### config.mk
export PLATFORM = sky130hd
export DESIGN_NAME = mesi_snoop_ctrl
export DESIGN_NICKNAME = d
export VERILOG_FILES = /design/src/rtl/mesi_pkg.sv /design/src/rtl/mesi_tag_array.sv /design/src/rtl/mesi_snoop_eval.sv /design/src/rtl/mesi_proc_eval.sv /design/src/rtl/mesi_snoop_ctrl.sv
export SDC_FILE = /design/constraint.sdc
export NUM_CORES = 1
export LEC_CHECK = 0
export BUFFER_PORTS_ARGS = -buffer_cell sky130_fd_sc_hd__buf_2
export CAP_MARGIN = 0
export CORE_MARGIN = 1
export CORE_UTILIZATION = 55
export CTS_BUF_LIST = sky130_fd_sc_hd__clkbuf_4
export CTS_CLUSTER_SIZE = 20
export DETAILED_ROUTE_END_ITERATION = 6
export PLACE_DENSITY = 0.76
export SLEW_MARGIN = 5
export SYNTH_ARGS = -nofsm -noshare
export SYNTH_HDL_FRONTEND = slang
export SYNTH_SLANG_ARGS = --single-unit
export TNS_END_PERCENT = 10
### constraint.sdc
create_clock -name clk -period 5.7 [get_ports clk]
set_input_delay 0.855 -clock clk [delete_from_list [all_inputs] [get_ports clk]]
set_output_delay 0.855 -clock clk [all_outputs]
set_load 0.05 [all_outputs]
### src/rtl/mesi_pkg.sv
package mesi_pkg;
  typedef enum logic [1:0] {LS_I = 2'd0, LS_S = 2'd1, LS_E = 2'd2, LS_M = 2'd3} line_st_t;
  typedef enum logic [1:0] {OP_LOAD = 2'd0, OP_STORE = 2'd1, OP_EVICT = 2'd2, OP_IDLE = 2'd3} proc_op_t;
  typedef enum logic [1:0] {BC_GETS = 2'd0, BC_GETX = 2'd1, BC_UPGR = 2'd2, BC_PUTX = 2'd3} bus_cmd_t;
endpackage

### src/rtl/mesi_tag_array.sv
module mesi_tag_array
  import mesi_pkg::*;
#(
  parameter int LINES = 4,
  parameter int TAG_W = 6
) (
  input  logic                         clk,
  input  logic                         rst_n,
  input  logic [LINES-1:0]             wr_en,
  input  logic [LINES-1:0][TAG_W-1:0]  wr_tag,
  input  logic [LINES-1:0][1:0]        wr_st,
  output logic [LINES-1:0][TAG_W-1:0]  rd_tag,
  output logic [LINES-1:0][1:0]        rd_st
);
  for (genvar i = 0; i < LINES; i++) begin : g_ln
    logic [TAG_W-1:0] tag_q;
    logic [1:0]       st_q;
    always_ff @(posedge clk or negedge rst_n) begin
      if (!rst_n) begin
        tag_q <= '0;
        st_q  <= LS_I;
      end else if (wr_en[i]) begin
        tag_q <= wr_tag[i];
        st_q  <= wr_st[i];
      end
    end
    assign rd_tag[i] = tag_q;
    assign rd_st[i]  = st_q;
  end
endmodule

### src/rtl/mesi_snoop_eval.sv
module mesi_snoop_eval
  import mesi_pkg::*;
(
  input  logic     valid,
  input  bus_cmd_t cmd,
  input  logic     tag_eq,
  input  line_st_t cur_st,
  output line_st_t nxt_st,
  output logic     has_copy,
  output logic     is_dirty,
  output logic     supply
);
  always_comb begin
    has_copy = valid && tag_eq && (cur_st != LS_I);
    is_dirty = has_copy && (cur_st == LS_M);
    supply   = is_dirty && (cmd == BC_GETS || cmd == BC_GETX);
    nxt_st   = cur_st;
    if (has_copy) begin
      case (cmd)
        BC_GETS:          nxt_st = LS_S;
        BC_GETX, BC_UPGR: nxt_st = LS_I;
        default:          nxt_st = cur_st;   // another cache's PUTX: no action
      endcase
    end
  end
endmodule

### src/rtl/mesi_proc_eval.sv
module mesi_proc_eval
  import mesi_pkg::*;
(
  input  logic     act,
  input  proc_op_t op,
  input  logic     tag_eq,
  input  line_st_t cur_st,
  input  logic     shared_in,
  output line_st_t nxt_st,
  output logic     alloc,
  output logic     victim,
  output logic     bus_valid,
  output bus_cmd_t bus_cmd,
  output logic     done
);
  logic hit;
  assign hit = tag_eq && (cur_st != LS_I);

  always_comb begin
    nxt_st    = cur_st;
    alloc     = 1'b0;
    victim    = 1'b0;
    bus_valid = 1'b0;
    bus_cmd   = BC_GETS;
    done      = 1'b0;
    if (act) begin
      case (op)
        OP_LOAD, OP_STORE: begin
          if (hit) begin
            done = 1'b1;
            if (op == OP_STORE && cur_st == LS_E) begin
              nxt_st = LS_M;
            end else if (op == OP_STORE && cur_st == LS_S) begin
              nxt_st    = LS_M;
              bus_valid = 1'b1;
              bus_cmd   = BC_UPGR;
            end
          end else if (cur_st == LS_M) begin
            // dirty victim must reach memory first; access retried later
            victim    = 1'b1;
            nxt_st    = LS_I;
            bus_valid = 1'b1;
            bus_cmd   = BC_PUTX;
          end else begin
            alloc     = 1'b1;
            done      = 1'b1;
            bus_valid = 1'b1;
            if (op == OP_LOAD) begin
              bus_cmd = BC_GETS;
              nxt_st  = shared_in ? LS_S : LS_E;
            end else begin
              bus_cmd = BC_GETX;
              nxt_st  = LS_M;
            end
          end
        end
        OP_EVICT: begin
          done = 1'b1;
          if (hit) begin
            nxt_st = LS_I;
            if (cur_st == LS_M) begin
              bus_valid = 1'b1;
              bus_cmd   = BC_PUTX;
            end
          end
        end
        default: ;
      endcase
    end
  end
endmodule

### src/rtl/mesi_snoop_ctrl.sv
module mesi_snoop_ctrl
  import mesi_pkg::*;
#(
  parameter int IDX_W = 2,
  parameter int TAG_W = 6
) (
  input  logic                    clk,
  input  logic                    rst_n,
  input  logic                    proc_valid,
  input  logic [1:0]              proc_op,
  input  logic [IDX_W+TAG_W-1:0]  proc_addr,
  output logic                    proc_done,
  output logic [1:0]              proc_line_st,
  output logic                    bus_req_valid,
  output logic [1:0]              bus_req_cmd,
  output logic [IDX_W+TAG_W-1:0]  bus_req_addr,
  input  logic                    bus_shared_in,
  input  logic                    snp_valid,
  input  logic [1:0]              snp_cmd,
  input  logic [IDX_W+TAG_W-1:0]  snp_addr,
  output logic                    rsp_valid,
  output logic                    rsp_shared,
  output logic                    rsp_dirty,
  output logic                    rsp_supply
);
  localparam int ADDR_W = IDX_W + TAG_W;
  localparam int LINES  = 1 << IDX_W;

  logic [LINES-1:0]            wr_en;
  logic [LINES-1:0][TAG_W-1:0] wr_tag;
  logic [LINES-1:0][1:0]       wr_st;
  logic [LINES-1:0][TAG_W-1:0] rd_tag;
  logic [LINES-1:0][1:0]       rd_st;

  mesi_tag_array #(.LINES(LINES), .TAG_W(TAG_W)) u_arr (
    .clk(clk), .rst_n(rst_n), .wr_en(wr_en), .wr_tag(wr_tag), .wr_st(wr_st),
    .rd_tag(rd_tag), .rd_st(rd_st)
  );

  // snoop side
  logic [IDX_W-1:0] s_idx;
  logic [TAG_W-1:0] s_tag;
  line_st_t         s_cur, s_nxt;
  logic             s_has, s_dirty, s_supply;
  assign s_idx = snp_addr[IDX_W-1:0];
  assign s_tag = snp_addr[ADDR_W-1:IDX_W];
  assign s_cur = line_st_t'(rd_st[s_idx]);

  mesi_snoop_eval u_snp (
    .valid(snp_valid), .cmd(bus_cmd_t'(snp_cmd)), .tag_eq(rd_tag[s_idx] == s_tag),
    .cur_st(s_cur), .nxt_st(s_nxt), .has_copy(s_has), .is_dirty(s_dirty), .supply(s_supply)
  );

  // processor side, evaluated after the snoop on a shared index
  logic [IDX_W-1:0] p_idx;
  logic [TAG_W-1:0] p_tag;
  logic             p_act, p_tag_eq, p_alloc, p_victim, p_bus_v, p_done;
  line_st_t         p_cur, p_nxt;
  bus_cmd_t         p_cmd;
  assign p_idx    = proc_addr[IDX_W-1:0];
  assign p_tag    = proc_addr[ADDR_W-1:IDX_W];
  assign p_act    = proc_valid && (proc_op_t'(proc_op) != OP_IDLE);
  assign p_tag_eq = (rd_tag[p_idx] == p_tag);
  assign p_cur    = (snp_valid && s_idx == p_idx) ? s_nxt : line_st_t'(rd_st[p_idx]);

  mesi_proc_eval u_prc (
    .act(p_act), .op(proc_op_t'(proc_op)), .tag_eq(p_tag_eq), .cur_st(p_cur),
    .shared_in(bus_shared_in), .nxt_st(p_nxt), .alloc(p_alloc), .victim(p_victim),
    .bus_valid(p_bus_v), .bus_cmd(p_cmd), .done(p_done)
  );

  // per-line write selection: processor result overrides snoop result
  for (genvar i = 0; i < LINES; i++) begin : g_wr
    logic p_sel, s_sel;
    assign p_sel     = p_act && (p_idx == IDX_W'(i));
    assign s_sel     = s_has && (s_idx == IDX_W'(i));
    assign wr_en[i]  = p_sel || s_sel;
    assign wr_st[i]  = p_sel ? p_nxt : s_nxt;
    assign wr_tag[i] = (p_sel && p_alloc) ? p_tag : rd_tag[i];
  end

  assign proc_done     = p_done;
  assign proc_line_st  = (p_alloc || p_tag_eq) ? p_nxt : LS_I;
  assign bus_req_valid = p_bus_v;
  assign bus_req_cmd   = p_cmd;
  assign bus_req_addr  = p_victim ? {rd_tag[p_idx], p_idx} : proc_addr;

  // snoop response, one cycle after the snooped transaction
  logic rsp_valid_d, rsp_shared_d, rsp_dirty_d, rsp_supply_d;
  always_comb begin
    rsp_valid_d  = snp_valid;
    rsp_shared_d = s_has;
    rsp_dirty_d  = s_dirty;
    rsp_supply_d = s_supply;
  end

  always_ff @(posedge clk or negedge rst_n) begin
    if (!rst_n) begin
      rsp_valid  <= 1'b0;
      rsp_shared <= 1'b0;
      rsp_dirty  <= 1'b0;
      rsp_supply <= 1'b0;
    end else begin
      rsp_valid  <= rsp_valid_d;
      rsp_shared <= rsp_shared_d;
      rsp_dirty  <= rsp_dirty_d;
      rsp_supply <= rsp_supply_d;
    end
  end
endmodule

Yosys cells after proc, flatten, opt, wreduce, memory -nomap -nowiden
Index checks and enable logic that the tools add are counted.
- output and inout port bits: 18
- word-level logic and storage cells: 123
- flip-flop bits (word level): 36
- input bits: 25
- reductions and logical operators: 39
- eq/ne operators: 18
- mux-type cells: 52
- order comparisons: 2
- operators by type and width (cell ; count):
    $mux W2 ; 24
    $bmux W6 S2 ; 2
    $logic_and A1 B1 Y1 ; 21
    $eq A2 B2 Y1 const B ; 9
    $mux W1 ; 16
    $eq A6 B6 Y1 ; 2
    $mux W6 ; 2
    $pmux W2 S2 ; 3
    $eq A2 B1 Y1 const B ; 5
    $bmux W2 S2 ; 2
    $logic_not A2 Y1 ; 4
    $mux W8 ; 1
    $reduce_and A2 Y1 ; 4
    $logic_or A1 B1 Y1 ; 6
    $lt A2 B3 Y1 const B ; 2
    $pmux W1 S2 ; 2
    $reduce_bool A2 Y1 ; 2
    $reduce_or A2 Y1 ; 2
    $eq A2 B2 Y1 ; 1
    $ne A2 B2 Y1 const B ; 1

Depth between registers and ports, before layout
- word-level depth: 15
- depth in mapped cells: 12
- mapped depth without buffers: 8

Modules after synthesis
Synthesis repeated with hierarchy kept, for this count alone.
- cell total of the unflattened synthesis: 229
- area total of the unflattened synthesis: 2924.1 sq um
- modules (own cells, without submodules) (module ; times used ; seq. area each (sq um) ; cells each ; area each (sq um)):
    mesi_tag_array ; 1 ; 800.8 ; 68 ; 1326.3
    mesi_snoop_ctrl ; 1 ; 100.1 ; 113 ; 1282.5
    mesi_proc_eval ; 1 ; 0.0 ; 37 ; 249.0
    mesi_snoop_eval ; 1 ; 0.0 ; 11 ; 66.3

Worst setup path before layout
Ideal clock, no wire load.
- path kind: input port to output port
- from: input proc_addr[0]
- to: output bus_req_valid
- stages: 8
- slack: 739 ps
- buffers on the path: 1
- required time: 4845 ps
- arrival: 4106 ps
- cells stage by stage: buf_2 > mux4_2 > xnor2_1 > nand4_1 > or2_1 > nor2_1 > nand4_1 > a311oi_1
- word-level cells in the longest chain between the ends: 10
- RTL lines (item ; RTL line ; text):
    start: declaration ; mesi_snoop_ctrl.sv:11 ; input logic [IDX_W+TAG_W-1:0] proc_addr,
    $bmux W2 S2 / $eq A2 B2 Y1 (equally long branches) ; mesi_snoop_ctrl.sv:64 ; assign p_cur = (snp_valid && s_idx == p_idx) ? s_nxt : line_st_t'(rd_st[p_idx]);
    $mux W2 (implied by the code) / $logic_and A1 B1 Y1 (equally long branches) ; mesi_snoop_ctrl.sv:64 ;
    $mux W2 ; mesi_snoop_ctrl.sv:64 ;
    $eq A2 B1 Y1 ; mesi_proc_eval.sv:33 ; end else if (op == OP_STORE && cur_st == LS_S) begin
    $logic_and A1 B1 Y1 ; mesi_proc_eval.sv:33 ;
    $mux W1 ; mesi_proc_eval.sv:33 ;
    $mux W1 ; mesi_proc_eval.sv:31 ; if (op == OP_STORE && cur_st == LS_E) begin
    $mux W1 ; mesi_proc_eval.sv:29 ; if (hit) begin
    $pmux W1 S2 * ; mesi_proc_eval.sv:27 ; case (op)
    $mux W1 * ; mesi_proc_eval.sv:26 ; if (act) begin
    end: declaration ; mesi_snoop_ctrl.sv:14 ; output logic bus_req_valid,
Mark *: on every way between the ends. The rest lies on a longest branch, timed or not. The select of a mux whose other input is x is not followed.

Worst setup path after layout
- from: input snp_addr[0]
- to: output bus_req_addr[7]
- word-level cells in the longest chain between the ends: 13
- RTL lines (item ; RTL line ; text):
    start: declaration ; mesi_snoop_ctrl.sv:20 ; input logic [IDX_W+TAG_W-1:0] snp_addr,
    $bmux W6 S2 ; mesi_snoop_ctrl.sv:50 ; .valid(snp_valid), .cmd(bus_cmd_t'(snp_cmd)), .tag_eq(rd_tag[s_idx] == s_tag),
    $mux W6 (implied by the code) ; mesi_snoop_ctrl.sv:50 ;
    $eq A6 B6 Y1 ; mesi_snoop_ctrl.sv:50 ;
    $logic_and A1 B1 Y1 (2 in series) ; mesi_snoop_eval.sv:14 ; has_copy = valid && tag_eq && (cur_st != LS_I);
    $mux W2 ; mesi_snoop_eval.sv:18 ; if (has_copy) begin
    $mux W2 * ; mesi_snoop_ctrl.sv:64 ;
    $eq A2 B2 Y1 / $reduce_bool A2 Y1 (equally long branches) ; mesi_proc_eval.sv:38, mesi_proc_eval.sv:17 ;
    $mux W1 / $logic_and A1 B1 Y1 (equally long branches) ; mesi_proc_eval.sv:38, mesi_proc_eval.sv:17 ;
    $mux W1 * ; mesi_proc_eval.sv:29 ;
    $mux W1 * ; mesi_proc_eval.sv:27 ;
    $mux W1 * ; mesi_proc_eval.sv:26 ;
    $mux W8 * ; mesi_snoop_ctrl.sv:86 ; assign bus_req_addr = p_victim ? {rd_tag[p_idx], p_idx} : proc_addr;
    end: declaration ; mesi_snoop_ctrl.sv:16 ; output logic [IDX_W+TAG_W-1:0] bus_req_addr,
Marked as above.

==> flow_summary.json <==
{
  "final_area_mm2": 0.00303,
  "crit_path_frequent_cell": "buf_2",
  "path_buf_inv": 2,
  "grt_pass1_vias": 2423,
  "die_w_um": 72.9,
  "worst_ep_arrival_time_ns": 4.03,
  "cts_resized": 0,
  "drtPass1Iterations": 5,
  "p_seq_share_pct": 35.5,
  "fmax_ghz": 0.205,
  "r2r_start": "u_arr.g_ln[2].tag_q[2]",
  "route.detailed.wl_per_inst_um": 18.5,
  "portBuffers": 42,
  "gr-usage-all-layers_pct": 29.9,
  "cts_buffer_depth": 2,
  "syn-num-nets": 314,
  "crit_chain": "buf_2, mux4_1, xnor2_1, nand2_1, nor3_4, a31o_2, o21a_1, and3_1, mux2_2, buf_2",
  "clock-sinks": 36,
  "yosysWarnings": 0,
  "layout.cells.non_filler": 391,
  "hold_viol": 0,
  "swShare_pct": 44.2,
  "skew_ns": 0.0101,
  "cp_max_fo": 11,
  "status": "finished clean",
  "p_per_area_mw_per_mm2": 417,
  "synth_cells": 289,
  "drt_iter0_markers": 228,
  "drcViolationCount": 0,
  "start_kind": "primary input",
  "required_ns": 4.85,
  "worst_skew_pair.late_latency_ns": 0.35,
  "rsz0062_at_grt": "no",
  "p_sw_mw": 0.558,
  "routed_wl_um": 7230,
  "pin_count": 43,
  "place_area_mm2": 0.00295,
  "nets": 348,
  "p_leak_nw": 1.26,
  "vias": 2524,
  "rows": 25,
  "cts_buffers": 5,
  "tightestPinTransition_ns": 0.875,
  "diodes": 0,
  "clock-root-buffer": "clkbuf_4",
  "finalSetupViolCount": 0,
  "start_util_pct": 57.7,
  "core_mm2": 0.00479,
  "slowest_delay_ns": 0.61,
  "grt_max_degree": 37,
  "postCtsHoldBufs": 0,
  "crit_family": "multiplexers",
  "drv_cap": 0,
  "cts_tree": "yes",
  "fp.dieArea_mm2": 0.00531,
  "ant_nets": 0,
  "path_clk_slew_ns": 0.11,
  "post_cts_buffers": 0,
  "relSlewSlack_pct": 41.6,
  "gp_congestion": 0.968,
  "reg2reg_to": "u_arr.g_ln[1].tag_q[4]",
  "via_per_inst": 6.46,
  "internal_power_mw": 0.706,
  "avgSynthCellArea_um2": 9.56,
  "layout_min_cycle_time_ns": 4.88,
  "drv_slew": 0,
  "ys_types": 52,
  "area_growth_pct": 9.79,
  "dp.cells": 383,
  "grt.overflow.total": 0,
  "ir_worst_vdd_v": 0.000230,
  "dpl_worst_slack_ns": 0.805,
  "layout-drive-gt1-share_pct": 26.5,
  "grt_pass1_wl_um": 11900,
  "worst_slack_ns": 0.815,
  "syn-cell-area_mm2": 0.00276,
  "p_clk_share_pct": 14.7,
  "fillers": 415,
  "layout_commonest_cell": "nand2_1",
  "worstSetupPathType": "primary input to primary output",
  "seq_area_frac_synth_pct": 32.6,
  "hp-class": "primary input to async pin",
  "reg2reg_depth": 8,
  "p_comb_share_pct": 49.7,
  "reg2reg_slack_ns": 2.47,
  "cp-end-kind": "primary output",
  "finalSetupTns_ns": 0,
  "hpwl_um": 5330,
  "antenna_found_initial": 0,
  "cpMaxStageDelayCell": "mux4_1",
  "final_cell_mix": "57 x nand2_1, 42 x buf_2, 36 x dfrtp_1, 22 x o22ai_1, 17 x mux2i_1",
  "post-route-period-util_pct": 85.7,
  "die_h_um": 72.9,
  "synth-seq-cells": 36,
  "htreeDepth": 2
}
final cells by class:
| type | count | area, um2 | share of cell area (%) |
|---|---|---|---|
| clock inverter | 2 | 35.0 | 1.16 |
| clock buffer | 6 | 45.0 | 1.49 |
| inverter | 6 | 22.5 | 0.743 |
| tap | 67 | 83.8 | 2.77 |
| multi-input combinational | 230 | 1720 | 56.7 |
| timing repair buffer | 44 | 225 | 7.43 |
| sequential | 36 | 901 | 29.7 |
power by group through the flow:
stage	registers (mW)	logic (mW)	clock network [mW]
CTS	0.441	0.622	0.188
global route	0.457	0.682	0.199
global placement	0.441	0.608	0
finish	0.449	0.628	0.186
detailed placement	0.448	0.619	0
floorplan	0.411	0.520	0
routing by layer:
layer | vias to the layer above | wire length, um | GRT usage, %
met5 | - | 0 | 0
met4 | 0 | 142 | 10.9
met3 | 14 | 672 | 8.15
met2 | 130 | 3290 | 45.1
met1 | 1229 | 3120 | 41.6
li1 | 1151 | - | -
Yosys cell counts, drive strengths merged:
master	instances	area share, %
nand3	8	1.4
or4bb	1	0.41
nor2	16	2.2
o41ai	1	0.32
xnor2	10	3.2
mux2i	18	6.7
o221ai	1	0.32
o22ai	25	6.3
clkinv	1	0.14
o21ai	6	1.1
mux2	9	3.7
nand2	57	7.7
nand4b	1	0.32
nor3b	5	1.9
a31o	2	0.63
o2111ai	2	0.63
a22oi	1	0.27
o31ai	1	0.27
nor3	5	1.3
a21oi	6	1.1
a311oi	1	0.32
and3	2	0.45
a211oi	2	0.54
and2	1	0.23
o21a	1	0.27
xor2	7	2.2
mux4	12	9.9
o211ai	3	0.82
o21bai	1	0.27
o21ba	1	0.36
clkbuf	4	0.54
nor2b	2	0.45
a22o	1	0.32
a31oi	10	2.8
a221o	1	0.36
a21boi	1	0.27
nor4	1	0.77
buf	13	3.8
nand4	5	1.1
dfrtp	36	33
a32oi	1	0.32
inv	5	0.68
maj3	1	0.41
or2	1	0.23
worst max-delay path by stage:
| stage | start | endpoint | cells after the start |
|---|---|---|---|
| 6_report | snp_addr[0] | bus_req_addr[7] | 10 |
| 5_1_grt | snp_addr[0] | bus_req_addr[5] | 10 |
| 4_1_cts | snp_addr[0] | bus_req_addr[7] | 10 |
| 3_5_place_dp | snp_addr[0] | bus_req_addr[7] | 10 |
| 3_3_place_gp | snp_addr[0] | bus_req_addr[5] | 10 |
| 2_1_floorplan | proc_addr[0] | bus_req_valid | 8 |
through the flow:
step	total power, mW	hold WS (ns)	utilization, %
6_report	1.26	0.567	63.3
5_1_grt	1.34	0.583	63.3
4_1_cts	1.25	0.560	63.3
3_5_place_dp	1.07	0.545	61.7
3_3_place_gp	1.05	0.535	61.7
2_1_floorplan	0.931	0.518	-
worst reg2reg max path: cells and delay by family, from the launching register on:
family | cells | cell delay [ns]
xor gates and xnor gates | 1 | 0.15
and+or+nand+nor | 2 | 0.42
muxes | 1 | 0.53
AOI/OAI and AO/OA | 3 | 0.92
adders and majority gates | 1 | 0.65
DFF | 1 | 0.43
state kept, by name (all words and copies together) (netlist names):
register / count
rsp_supply: 1
rsp_shared: 1
rsp_dirty: 1
rsp_valid: 1
u_arr.g_ln.tag_q: 24
u_arr.g_ln.st_q: 8
logic make-up after synthesis:
group,after synthesis,share of synthesized area (%)
XOR/XNOR,17,5.39
multiplexers,39,20.3
adder cells (fa/ha/maj),1,0.408
AND/OR/NAND/NOR,105,18.6
AO/OA/AOI/OAI,68,17.6
buffers and inverters,23,5.12
flip-flops,36,32.6
No activity file was read; power rests on OpenSTA's default activity.
